[src/rtl/tdre_pkg.sv]
package tdre_pkg;
  typedef enum logic [2:0] {
    ST_IDLE, ST_OWN, ST_ADDR, ST_CNT, ST_DATA, ST_EMIT, ST_STAT, ST_NEXT
  } eng_st_t;

  localparam logic [1:0] WD_ADDR = 2'd0;
  localparam logic [1:0] WD_STAT = 2'd1;
  localparam logic [1:0] WD_CNT  = 2'd2;
  localparam logic [1:0] WD_ERR  = 2'd3;
  localparam int OWN_BIT = 15;
endpackage

[src/rtl/tdre_len_decode.sv]
module tdre_len_decode #(
  parameter int CW      = 12,
  parameter int MIN_LEN = 60
) (
  input  logic [15:0]   cnt_word,
  input  logic          pad_en,
  output logic [CW-1:0] data_len,
  output logic [CW-1:0] send_len
);
  always_comb begin
    data_len = CW'(~cnt_word[CW-1:0]) + CW'(1);
    if (pad_en && (data_len < CW'(MIN_LEN)))
      send_len = CW'(MIN_LEN);
    else
      send_len = data_len;
  end
endmodule

[src/rtl/tdre_byte_lane.sv]
module tdre_byte_lane #(
  parameter int CW = 12
) (
  input  logic [15:0]   word_in,
  input  logic [CW-1:0] byte_idx,
  input  logic [CW-1:0] data_len,
  output logic [7:0]    byte_out
);
  always_comb begin
    if (byte_idx >= data_len)
      byte_out = 8'h00;
    else if (byte_idx[0])
      byte_out = word_in[15:8];
    else
      byte_out = word_in[7:0];
  end
endmodule

[src/rtl/tdre_ring_index.sv]
module tdre_ring_index #(
  parameter int IW = 7
) (
  input  logic          clk,
  input  logic          rst,
  input  logic          clear,
  input  logic          advance,
  input  logic [2:0]    size_code,
  output logic [IW-1:0] idx
);
  logic [IW:0]   span;
  logic [IW-1:0] mask;

  always_comb begin
    span = (IW+1)'(1) << size_code;
    mask = IW'(span - (IW+1)'(1));
  end

  always_ff @(posedge clk) begin
    if (rst || clear)
      idx <= '0;
    else if (advance)
      idx <= (idx + IW'(1)) & mask;
  end

  AST_WRAP: assert property (@(posedge clk) disable iff (rst)
    (advance && !clear && idx == mask) |=> (idx == '0));
endmodule

[src/rtl/txdesc_ring_engine.sv]
module txdesc_ring_engine
  import tdre_pkg::*;
#(
  parameter int AW      = 23,
  parameter int CW      = 12,
  parameter int MIN_LEN = 60,
  parameter int IW      = 7
) (
  input  logic          clk,
  input  logic          rst,
  input  logic [AW-1:0] ring_base,
  input  logic [7:0]    ring_len_code,
  input  logic          auto_pad,
  input  logic          cmd_start,
  input  logic          cmd_stop,
  input  logic          tx_demand,
  output logic          mem_rd,
  output logic          mem_we,
  output logic [AW-1:0] mem_addr,
  output logic [15:0]   mem_wdata,
  input  logic [15:0]   mem_rdata,
  input  logic          mem_rvalid,
  output logic          tx_valid,
  output logic [7:0]    tx_data,
  output logic          tx_last,
  output logic          tx_done
);
  eng_st_t       st;
  logic          running;
  logic [15:0]   stat_q, alo_q, cnt_q, dbuf_q;
  logic [CW-1:0] bcnt, nxt, data_len, send_len;
  logic [7:0]    lane_byte;
  logic [IW-1:0] idx;
  logic [AW-1:0] desc_base, buf_word;
  logic [23:0]   buf_byte;
  logic          idx_clear, idx_adv;

  assign idx_clear = cmd_start && !cmd_stop;
  assign idx_adv   = (st == ST_STAT) && !cmd_stop && !cmd_start;
  assign nxt       = bcnt + CW'(1);
  assign desc_base = ring_base + AW'({idx, 2'b00});
  assign buf_byte  = {stat_q[7:0], alo_q};
  assign buf_word  = AW'(buf_byte[23:1]);

  tdre_ring_index #(.IW(IW)) u_index (
    .clk(clk), .rst(rst), .clear(idx_clear), .advance(idx_adv),
    .size_code(ring_len_code[7:5]), .idx(idx)
  );

  tdre_len_decode #(.CW(CW), .MIN_LEN(MIN_LEN)) u_len (
    .cnt_word(cnt_q), .pad_en(auto_pad), .data_len(data_len), .send_len(send_len)
  );

  tdre_byte_lane #(.CW(CW)) u_lane (
    .word_in(dbuf_q), .byte_idx(bcnt), .data_len(data_len), .byte_out(lane_byte)
  );

  always_ff @(posedge clk) begin
    if (rst) begin
      st        <= ST_IDLE;
      running   <= 1'b0;
      mem_rd    <= 1'b0;
      mem_we    <= 1'b0;
      mem_addr  <= '0;
      mem_wdata <= '0;
      tx_valid  <= 1'b0;
      tx_data   <= '0;
      tx_last   <= 1'b0;
      tx_done   <= 1'b0;
      stat_q    <= '0;
      alo_q     <= '0;
      cnt_q     <= '0;
      dbuf_q    <= '0;
      bcnt      <= '0;
    end else begin
      mem_rd   <= 1'b0;
      mem_we   <= 1'b0;
      tx_valid <= 1'b0;
      tx_last  <= 1'b0;
      tx_done  <= 1'b0;
      if (cmd_stop) begin
        running <= 1'b0;
        st      <= ST_IDLE;
      end else if (cmd_start) begin
        running <= 1'b1;
        st      <= ST_IDLE;
      end else begin
        case (st)
          ST_IDLE: if (running && tx_demand) begin
            mem_rd   <= 1'b1;
            mem_addr <= desc_base + AW'(WD_STAT);
            st       <= ST_OWN;
          end
          ST_OWN: if (mem_rvalid) begin
            stat_q <= mem_rdata;
            if (mem_rdata[OWN_BIT]) begin
              mem_rd   <= 1'b1;
              mem_addr <= desc_base + AW'(WD_ADDR);
              st       <= ST_ADDR;
            end else begin
              st <= ST_IDLE;
            end
          end
          ST_ADDR: if (mem_rvalid) begin
            alo_q    <= mem_rdata;
            mem_rd   <= 1'b1;
            mem_addr <= desc_base + AW'(WD_CNT);
            st       <= ST_CNT;
          end
          ST_CNT: if (mem_rvalid) begin
            cnt_q    <= mem_rdata;
            bcnt     <= '0;
            mem_rd   <= 1'b1;
            mem_addr <= buf_word;
            st       <= ST_DATA;
          end
          ST_DATA: if (mem_rvalid) begin
            dbuf_q <= mem_rdata;
            st     <= ST_EMIT;
          end
          ST_EMIT: begin
            tx_valid <= 1'b1;
            tx_data  <= lane_byte;
            bcnt     <= nxt;
            if (bcnt == send_len - CW'(1)) begin
              tx_last   <= 1'b1;
              mem_we    <= 1'b1;
              mem_addr  <= desc_base + AW'(WD_STAT);
              mem_wdata <= {6'b0, stat_q[9:0]};
              st        <= ST_STAT;
            end else if (!nxt[0] && (nxt < data_len)) begin
              mem_rd   <= 1'b1;
              mem_addr <= buf_word + AW'(nxt[CW-1:1]);
              st       <= ST_DATA;
            end
          end
          ST_STAT: begin
            mem_we    <= 1'b1;
            mem_addr  <= desc_base + AW'(WD_ERR);
            mem_wdata <= 16'h0000;
            tx_done   <= 1'b1;
            st        <= ST_NEXT;
          end
          ST_NEXT: begin
            mem_rd   <= 1'b1;
            mem_addr <= desc_base + AW'(WD_STAT);
            st       <= ST_OWN;
          end
          default: st <= ST_IDLE;
        endcase
      end
    end
  end

  AST_RW_EXCL: assert property (@(posedge clk) disable iff (rst)
    !(mem_rd && mem_we));
  AST_STOP_QUIET: assert property (@(posedge clk) disable iff (rst)
    cmd_stop |=> (!mem_rd && !mem_we && !tx_valid && !tx_done));
  AST_LAST_VALID: assert property (@(posedge clk) disable iff (rst)
    tx_last |-> tx_valid);
  AST_DONE_PULSE: assert property (@(posedge clk) disable iff (rst)
    tx_done |=> !tx_done);
  AST_DONE_AFTER_LAST: assert property (@(posedge clk) disable iff (rst)
    tx_done |-> $past(tx_last));
endmodule

[config.mk]
export PLATFORM = sky130hd
export DESIGN_NAME = txdesc_ring_engine
export DESIGN_NICKNAME = d
export VERILOG_FILES = /design/src/rtl/tdre_pkg.sv /design/src/rtl/tdre_len_decode.sv /design/src/rtl/tdre_byte_lane.sv /design/src/rtl/tdre_ring_index.sv /design/src/rtl/txdesc_ring_engine.sv
export SDC_FILE = /design/constraint.sdc
export NUM_CORES = 1
export LEC_CHECK = 0
export ABC_AREA = 1
export ABC_CLOCK_PERIOD_IN_PS = 8900
export BUFFER_PORTS_ARGS = -buffer_cell sky130_fd_sc_hd__buf_4
export CAP_MARGIN = 20
export CORE_UTILIZATION = 33
export CTS_CLUSTER_DIAMETER = 40
export CTS_CLUSTER_SIZE = 25
export DETAILED_ROUTE_END_ITERATION = 10
export GPL_TIMING_DRIVEN = 0
export SLEW_MARGIN = 40
export SYNTH_ARGS = -nofsm -noshare
export SYNTH_HDL_FRONTEND = slang
export SYNTH_SLANG_ARGS = --single-unit
[constraint.sdc]
create_clock -name clk -period 8.9 [get_ports clk]
set_input_delay 1.78 -clock clk [delete_from_list [all_inputs] [get_ports clk]]
set_output_delay 1.78 -clock clk [all_outputs]
set_load 0.02 [all_outputs]
==> results.toml <==
[run_status]
status = "completed"

[clock_tree]
clk-insertion-delay-late_ps = 440
clock_sinks = 122
cts_max_level = 4
post_cts.repair.setup_buffers = 0
cts_tree = "yes"
cts_hold_buffers = 0
clockRootBuffer = "clkbuf_16"
path_clk_slew_ps = 60
cts_buffers = 17
cts_buffer_depth = 2
cts_resized = 0

[synthesis]
synth_area_leaders = "dfxtp_1 25%, nand2_1 15%, nor2_1 7.9%"
syn_inst = 1620
ys_types = 51
async_reset_ff_frac = 0
syn_area_sq_um = 9867
syn_area_per_cell_sq_um = 6.091
synth_warnings = 0
synth_top_area_frac = 0.2475
synth-edff-count = 0
synth-seq-cells = 122
seq_area_frac_synth = 0.2475
ys.flop_type = "dfxtp_1"
yosysTopAreaCell = "dfxtp_1"

[global_routing]
track_usage = 0.2331
grt_pass1_vias = 10340
grt_max_degree = 17
grt_pass1_wl_microns = 55570
antenna_found_initial = 0
grt-ovfl-total = 0

[power_and_ir_drop]
p_comb_frac = 0.110
internal_power_mw = 1.023
p_total_mw = 1.443
irDropWorstVdd_uv = 134.9
power_density_nw_per_um2 = 123.3
p_sw_frac = 0.2910
p_leak_nw = 5.306
p_seq_frac = 0.381
p_sw_uw = 419.8
power_frac_clock = 0.508

[place]
dp_cells = 2103
detailed_place_hpwl_microns = 28560
place_area_sq_um = 11080
io_buffer_count = 94
gp_congestion = 0.9576

[sta]
worst_hold_slack_ps = 466.9
finalMaxSlewViolations = 0
grt_setup_unrepaired = "false"
worst_slew_pin_slew_ps = 897.6
timing.clock.skew_ps = 13.47
hold_viol = 0
fin_setup_tns_ps = 0
slew_headroom = 0.3970
min_period_ps = 4809
fin_crit_sh = 0.5403
max_clock_freq_mhz = 208.0
setup_viol = 0

[flow_run]
maxCapViolCount = 0

[floorplanning]
initial_utilization = 0.3392
die_h_microns = 174.9
coreArea_sq_um = 29090
io_pins = 106
rows = 62
die_w_microns = 174.9
dieArea_sq_um = 30600

[min_path]
hp-class = "flip-flop to flip-flop"

[detailed_routing]
postRouteAntennaNets = 0
firstDrtPassIters = 6
drt-initial-drc-count = 1114
vias_per_cell = 5.196
num_vias = 11098
drc = 0
avgRoutedWirePerCell_microns = 16.66
wirelength_microns = 35600

[setup_path]
crit_type = "input pin to flip-flop"
crit_arrival_ps = 5090
critPathCaptureType = "flip-flop"
cp_max_fo = 6
critPathLaunchType = "input pin"
worstPathRequired_ps = 9180
reg2reg_slack_ps = 4320

[layout]
drive_above_1_share = 0.1005
fin_area_sq_um = 11700
num-fill-cells = 3173
antenna_cells = 0
area_growth_pct = 18.55
fin_cells = 2136
final_nets = 1842
final_cell_mix = "389 x nand2_1, 206 x nor2_1, 188 x inv_1"
layout_commonest_cell = "nand2_1"
[through the flow]
step,utilization,setup WS [ps]
floorplan,-,4551
global placement,0.3806,3711
detailed placement,0.3810,3770
CTS,0.4017,4205
global route,0.4021,3721
finish,0.4021,4091
[cells by family (layout without fill, tap and decap cells)]
logic type / after synthesis / after routing / synth area share
adders and majority gates: 49 / 49 / 0.06366
DFF: 122 / 122 / 0.2475
buffers and inverters: 248 / 375 / 0.09891
other: 1 / 6 / 0.0003801
xor gates and xnor gates: 67 / 67 / 0.06023
AOI/OAI and AO/OA: 305 / 305 / 0.1690
and+or+nand+nor: 828 / 828 / 0.3603
[worst max-delay path, stage by stage]
cell     delay (ps)
buf_4           110
ha_1            210
fa_1            390
nand2_1         110
o21ai_1         110
nand2_1          80
nand2_1          50
nand2_1          50
nand2_1          80
xor2_1          390
nand2_1          90
nor2_1          360
nand2_1         190
nor2_1          200
o21ai_0         180
o21ai_0         300
and3_1          220
nand2_1          50
nand2_1          80
a21oi_1          70
[worst paths after layout]
check	start	endpoint	cells after the start
min	mem_addr[12]	mem_addr[12]	2
max	ring_base[2]	mem_addr[16]	20
max reg2reg	cnt_q[0]	mem_addr[4]	27
min reg2reg	mem_addr[12]	mem_addr[12]	2
[flip-flops by register name, summed over array words and instances, names as in the netlist]
| name | count |
|---|---|
| bcnt | 12 |
| mem_we | 1 |
| mem_rd | 1 |
| tx_last | 1 |
| tx_done | 1 |
| mem_wdata | 10 |
| cnt_q | 12 |
| mem_addr | 23 |
| st | 3 |
| alo_q | 15 |
| u_index.idx | 7 |
| tx_data | 8 |
| dbuf_q | 16 |
| running | 1 |
| stat_q | 10 |
| tx_valid | 1 |
[metal layers]
metal	global-route usage	up-vias	share of wire
li1	-	5556	-
met1	0.3161	5114	0.46
met2	0.3689	373	0.45
met3	0.03568	55	0.058
met4	0.09203	0	0.031
met5	0	-	0
[synth_stat cells (3+ instances only)]
master / count
nand2_1: 389
nor2_1: 207
inv_1: 188
a21oi_1: 146
nand3_1: 140
dfxtp_1: 122
o21ai_0: 98
xor2_1: 53
ha_1: 47
clkbuf_1: 38
nand4_1: 27
nor3_1: 26
xnor2_1: 13
o22ai_1: 11
nor2_2: 9
o211ai_1: 9
a211oi_1: 8
a2111oi_0: 7
buf_4: 7
nand2_2: 6
o21ai_1: 5
clkinv_1: 4
inv_2: 4
nor2_4: 4
a31oi_1: 3
and3_1: 3
nand2_4: 3
nand3_2: 3
nor4_1: 3
o21bai_1: 3
[power by group through the flow]
stage	logic (mW)	registers [mW]	clock network [mW]
final	0.159	0.550	0.733
after detailed placement	0.155	0.562	0
after global placement	0.154	0.562	0
after global routing	0.175	0.550	0.762
after floorplan	0.0900	0.564	0
after CTS	0.156	0.550	0.739
[cell type report]
cell class                 instances  area (sq um)  area share
clock inverter                    15         176.4     0.01508
inverter                         196         735.7     0.06289
multi-input combinational       1255          6480      0.5540
tap                              384         480.5     0.04107
clock buffer                      17         425.4     0.03637
timing repair buffer              95         716.9     0.06129
buffer                            52         240.2     0.02054
sequential                       122          2442      0.2088
No activity file was read; power rests on OpenSTA's default activity.
